[src/rtl/carrier_wipeoff.sv]
module carrier_wipeoff #(
  parameter int FRAC_W = 30
) (
  input  logic              clk,
  input  logic              rst_n,
  input  logic              smp_vld,
  input  logic              smp_bit,
  input  logic [FRAC_W+1:0] rate,
  output logic              i_bit,
  output logic              q_bit,
  output logic              out_vld
);
  localparam int PH_W = FRAC_W + 2;
  localparam logic [3:0] SIN_PAT = 4'b0011;
  localparam logic [3:0] COS_PAT = 4'b1001;

  logic [PH_W-1:0] phase;
  logic [1:0]      quad;

  assign quad = phase[PH_W-1 -: 2];

  always_ff @(posedge clk) begin
    if (!rst_n) begin
      phase   <= '0;
      i_bit   <= 1'b0;
      q_bit   <= 1'b0;
      out_vld <= 1'b0;
    end else begin
      out_vld <= smp_vld;
      if (smp_vld) begin
        phase <= phase + rate;
        i_bit <= ~(smp_bit ^ SIN_PAT[quad]);
        q_bit <= ~(smp_bit ^ COS_PAT[quad]);
      end
    end
  end
endmodule

[config.mk]
export PLATFORM = sky130hd
export DESIGN_NAME = carrier_wipeoff
export DESIGN_NICKNAME = d
export VERILOG_FILES = /design/src/rtl/carrier_wipeoff.sv
export SDC_FILE = /design/constraint.sdc
export NUM_CORES = 1
export LEC_CHECK = 0
export ABC_AREA = 1
export BUFFER_PORTS_ARGS = -buffer_cell sky130_fd_sc_hd__buf_2
export CAP_MARGIN = 15
export CORE_AREA = 2 2 82 84
export DETAILED_ROUTE_END_ITERATION = 8
export DIE_AREA = 0 0 84 86
export PLACE_DENSITY = 0.79
export RECOVER_POWER = 100
export SYNTH_ARGS = -nofsm -noshare
export SYNTH_HDL_FRONTEND = slang
export SYNTH_SLANG_ARGS = --single-unit
[constraint.sdc]
create_clock -name clk -period 1.9 [get_ports clk]
set_input_delay 0.19 -clock clk [delete_from_list [all_inputs] [get_ports clk]]
set_output_delay 0.19 -clock clk [all_outputs]
set_load 0.02 [all_outputs]
# Yosys cells after proc, flatten, opt, wreduce, memory -nomap -nowiden
# Index checks and enable logic that the tools add are counted.
[classes]
n_mux = 4
addsub = 1
bitwise = 4
magnitude_cmp = 1
[op_table]
columns = ["operator", "n"]
rows = [
  ["32-bit adder", 1],
  ["1-bit binary-select mux with 2-bit select", 2],
  ["2-bit by 3-bit < comparator with 1-bit output, second input constant", 1],
  ["1-bit 2-to-1 mux", 2],
  ["1-bit inverter", 2],
  ["1-bit bitwise XOR", 2],
]
[word_totals]
output_inout_bits = 3
in_bits = 36
register_bits = 35
wordCells = 14

# Depth between registers and ports, before layout
# Gate-level depths: netlist of the first run.
[depth]
word_depth = 4
ltp_mapped = 15
ltp_nobuf = 15

# Least setup slack after synthesis of the first run
# OpenSTA, ideal clock, no wires.
[synth_path]
kind = "register -> register"
start = "reg phase[0]"
end = "reg phase[20]"
setup_time_ns = 0.109
stages_incl_launch_ff = 13
synth_period_minus_slack_ns = 1.744
n_path_buf = 0
t_arrival_ns = 1.635
path_slack_ns = 0.156
cell_sequence = "dfxtp_1 ha_1 fa_1 nand3_1 nand3_1 nand3_1 nand3_2 nand3_1 nand2_1 nand2_1 nand3_1 nand2_1 inv_1"
[synth_between]
elab_chain_len = 1
[synth_rtl]
columns = ["item", "line", "source"]
rows = [
  ["start, declared", "17", "logic [PH_W-1:0] phase;"],
  ["start signal, assigned", "31", "phase <= phase + rate;"],
  ["32-bit adder", "31", ""],
]
# No other way between the ends.
# A chain may end at the register's enable or synchronous reset.

# Worst setup path after layout of the first run
# Same ends and word-level chain as after synthesis.

==> reports/results.ini, run 1 <==
[cts]
clock_path_buffers=2
h-tree-depth=2
clock_sinks=35
cts_hold_buf=0
cts_buffers=5
clk_latency_ns=0.30
cts_root_buf=clkbuf_8
path_clk_slew_ns=0.08
cts_tree=built

[global_routing]
antenna_found_initial=0
grt_max_degree=30
grt_pass1_wl_mm=16.52
overflow=0
first_global_vias=3671
track_usage_pct=28.27

[placed_design]
dp_slack_ns=-0.01168
port_buffers=38
gp_congestion=0.9840
postPlaceCellArea_um2=3976
placedCellCount=782
dp_hpwl_mm=7.988

[finish]
layout-drive-gt1-share_pct=14.59
fin_nets=780
layout.cells.non_filler=790
fillers=626
antenna_cells=0
stdcell_area_um2=4204
area_growth_pct=14.64

[run_status]
status=finished clean

[route]
drcViolationCount=0
drt_pre_antenna_iters=5
wire_per_inst_um=12.80
drtIter0Drc=232
viasPerCell=5.146
routed-via-count=4065
ant_nets=0
drt-total-wl_mm=10.11

[logic_synthesis]
synthTopCellsByCount=nand2_1, inv_1, nor2_1
syn_area_um2=3667
synth_nets=736
synth-edff-count=0
syn_area_per_cell_um2=5.490
yosysWarnings=0
ys_async_sr_fraction_pct=0
synth_top_cell_by_area=nand2_1
ys_seq_elements=35
synth.top_cell.area_share_pct=25.90
synthTopCellsByArea=nand2_1, dfxtp_1, inv_1
syn_inst=668
synth_most_common_cell=nand2_1
synth-seq-area-share_pct=19.11
ys_types=26
ys.flop_type=dfxtp_1

[worst_setup_path]
crit_arrival_ns=2.03
path_class=flop to flop
crit_required_ns=2.10
critPathMaxFanout=3
crit_path_start_kind=flop
end_kind=flop

[floorplan]
die_w_um=84
ios=39
die_h_um=86
die_area_um2=7224
design.core.area_um2=6277
initial_core_util_pct=58.42
rows=29

[timing]
drv_slew=0
worst_pin_slew_ns=0.3370
fmax_mhz=544.9
slew_headroom_pct=77.53
hold_viol_final=0
setup_slack_ns=0.06470
finClkSkew_ns=0.009059
period_share_pct=96.59
finalCriticalPeriod_ns=1.835
setup_viol=0

[power]
power_density_nw_per_um2=727.3
p_leak_nw=2.602
peakVddDrop_mv=0.4118

[run]
cap_violations=0

[hold_path]
hp-class=input port to flop

==> layout make-up <==
cell class,count,area (µm²),area share [%]
multi-input cells,484,2551,60.68
flip-flops and latches,35,700.7,16.67
inverters,140,525.5,12.50
repair buffers,46,246.5,5.863
well taps,77,96.34,2.292
clock buffers,5,68.82,1.637
clock inverters,3,15.01,0.3571
==> stage by stage <==
stage               util (%)  power (mW)  TNS (ns)  hold WS, ns
finish                 66.97       3.058         0       0.2340
global route           66.97       3.310   -0.1107       0.2742
CTS                    64.72       2.958         0       0.2228
detailed placement     63.34       2.385  -0.01509       0.4673
global placement       63.34       2.351         0       0.4625
floorplan                  -       2.020         0       0.4195
==> cells in the final DEF (no fill, tap or decap), types with 5 or more instances in the layout <==
cell type	n
dfxtp_1	35
buf_2	35
ha_4	6
xnor2_1	9
o21ai_1	5
nand2_2	17
nand3_1	44
ha_1	19
o21ai_0	16
nor2_1	58
nand3_2	7
ha_2	6
a21oi_1	19
nand2_1	245
inv_1	134
xor2_1	9
clkbuf_8	5
buf_4	8
nor2_2	7
==> worst max-delay path: stages, from the launching register on <==
cell and delay, ns:
dfxtp_1 0.32, ha_2 0.20, fa_2 0.37, nand3_1 0.13, nand3_2 0.11, nand3_1 0.11
nand3_2 0.11, nand3_1 0.12, nand2_1 0.06, nand2_1 0.05, nand3_1 0.06, nand2_1 0.07
inv_1 0.03
==> sequential cells by signal, indices dropped and copies added (netlist names) <==
name	cells
i_bit	1
out_vld	1
phase	32
q_bit	1
==> logic make-up (layout without fill, tap and decap cells) <==
group / Yosys count / count (layout) / synth area share [%]
buffers and inverters: 149 / 194 / 15.35
flip-flops: 35 / 35 / 19.11
AND/OR/NAND/NOR: 386 / 386 / 43.30
XOR/XNOR: 18 / 18 / 4.299
adder cells (fa/ha/maj): 32 / 32 / 11.12
AO/OA/AOI/OAI: 48 / 48 / 6.824
==> routing by layer <==
metal / part of all wire [%] / vias up / GRT usage, % / wire (µm)
li1: - / 2104 / - / -
met1: 48 / 1786 / 39.95 / 4827
met2: 44 / 160 / 45.89 / 4408
met3: 7.1 / 15 / 3.657 / 721
met4: 1.5 / 0 / 7.038 / 154
met5: 0 / - / 0 / 0
==> final timing paths <==
| kind | startpoint | end | slack, ns | cells past startpoint |
|---|---|---|---|---|
| max | phase[0] | phase[20] | 0.06 | 12 |
| max reg2reg | phase[0] | phase[20] | 0.06 | 12 |
| min reg2reg | phase[15] | phase[15] | 0.49 | 2 |
| min | rst_n | q_bit | 0.23 | 3 |
==> power breakdown <==
group / switching (mW) / leakage, nW / internal [mW]
clock: 0.305 / 0.0477 / 0.252
combinational: 0.995 / 2.26 / 0.595
sequential: 0.0724 / 0.291 / 0.839
total: 1.37 / 2.60 / 1.68
==> what timing repair did <==
item	in CTS	in global routing
pin swaps	0	1
endpoints found under the setup margin	2	15
gates resized for setup	1	31
buffers inserted	0	0
(Power assumes the default switching activity.)
==> run 2: changes to the inputs <==
Settings changed: CORE_AREA 2 2 82 84 to 2 2 80 82, CTS_BUF_LIST set to sky130_fd_sc_hd__clkbuf_2 sky130_fd_sc_hd__clkbuf_4 sky130_fd_sc_hd__clkbuf_8, DIE_AREA 0 0 84 86 to 0 0 82 84, PLACE_DENSITY 0.79 to 0.82, TNS_END_PERCENT set to 1.
==> run 2 against run 1 <==
  * Hold slack gained 0.028 ns
  * Wire length shrank 2.0%
  * Critical path depth shrank 3
  * Non-clock buffer count grew 2
  * Critical endpoint is now phase[12]
  * Combinational power is essentially flat
  * Clock power grew 15%
==> reports/results.ini, run 2 (synthesis gave the netlist of run 1 again) <==
[cts]
clk_latency_ns=0.30
path_clk_slew_ns=0.08
cts_tree=built
cts_buffers=5
h-tree-depth=2
clock_path_buffers=2
clock_sinks=35
post_cts_buffers=0
cts_root_buf=clkbuf_8
cts_hold_buf=0

[route]
drtIter0Drc=198
drcViolationCount=0
routed-via-count=4050
drt_pre_antenna_iters=5
ant_nets=0
viasPerCell=5.114
drt-total-wl_mm=9.908
wire_per_inst_um=12.51

[global_routing]
track_usage_pct=30.11
grt_pass1_wl_mm=16.38
grt_max_degree=23
overflow=0
first_global_vias=3822
antenna_found_initial=0

[timing]
period_share_pct=97.84
setup_viol=0
fmax_mhz=538.0
finClkSkew_ns=0.005761
setup_slack_ns=0.04113
tns_ns=0
slew_headroom_pct=79.89
drv_slew=0
rsz0062_at_grt=yes
hold_viol_final=0
finalCriticalPeriod_ns=1.859
worst_pin_slew_ns=0.3016

[floorplan]
initial_core_util_pct=60.16
die_area_um2=6888
die_h_um=84
die_w_um=82
ios=39
rows=29
design.core.area_um2=6096

[power]
p_leak_nw=2.621
power_density_nw_per_um2=738.8
peakVddDrop_mv=0.4661
power.total_mw=3.130

[worst_setup_path]
end_kind=flop
crit_required_ns=2.11
crit_path_start_kind=flop
cp_num_buf_inv=1
path_class=flop to flop
crit_path_cell_trace=ha_2 > fa_2 > nand3_2 > nand3_2 > nand3_2 > nand3_2 > buf_4 > xnor2_1 > o21ai_0
critPathMaxFanout=4
crit_arrival_ns=2.07
cp_top_family=adder cells
slowest_delay_ns=0.43
critPathSlowestCell=fa_2
critPathMostFrequentCell=nand3_2

[finish]
regArea_um2=700.7
fillers=569
area_growth_pct=15.52
layout_common_cells=nand2_1, inv_1, nor2_1
fin_nets=782
final_common_cell=nand2_1
antenna_cells=0
largest_reg_flops=32
layout-drive-gt1-share_pct=15.24
multi_input_comb_area_um2=2549
top_register=phase

[placed_design]
dp_slack_ns=-0.01974
port_buffers=38
gp_congestion=0.9748
dp_hpwl_mm=7.988

[hold_path]
hp-class=input port to flop

[run]
cap_violations=0

[run_status]
status=finished clean

run 2: power breakdown:
group / internal [mW] / switching, mW
clock: 0.330 / 0.307
combinational: 0.595 / 0.988
sequential: 0.839 / 0.0701
run 2: cell type report:
type | count | area share, %
Multi-Input combinational cell | 484 | 60.16
Tap cell | 77 | 2.274
Clock inverter | 1 | 0.1772
Timing Repair Buffer | 48 | 6.172
Clock buffer | 7 | 2.274
Inverter | 140 | 12.40
Sequential cell | 35 | 16.54
run 2: worst min-delay path, stage by stage:
cell     delay, ns
buf_2         0.08
xor2_1        0.07
o21ai_0       0.14
inv_1         0.04
run 2: metrics by stage:
step	instance area [µm²]	util, %	hold slack [ns]	cells
CTS	4098	67.22	0.2603	792
global route	4237	69.50	0.3265	792
floorplan	3667	-	0.4195	668
finish	4237	69.50	0.2624	792
global placement	3991	65.48	0.4644	784
detailed placement	3991	65.48	0.4690	784
run 2: path summary, 6_finish.rpt:
kind                   from        end  slack [ns]  depth (start not counted)
hold / removal      smp_bit      i_bit        0.26                          4
hold reg to reg   phase[13]  phase[13]        0.48                          2
setup / recovery   phase[0]  phase[12]        0.04                          9
setup reg to reg   phase[0]  phase[12]        0.04                          9
run 2: repair_timing:
item / CTS / global route
resized for setup: 1 / 34
pin swaps: 0 / 1
endpoints found under the setup margin: 1 / 17
run 2: metal layers:
layer  vias to the layer above  GRT usage [%]  wire (µm)
met5                         -              0          0
met4                         0          14.24        363
met3                        29          3.463        481
met2                       115          54.03       5054
met1                      1796          34.30       4008
li1                       2110              -          -
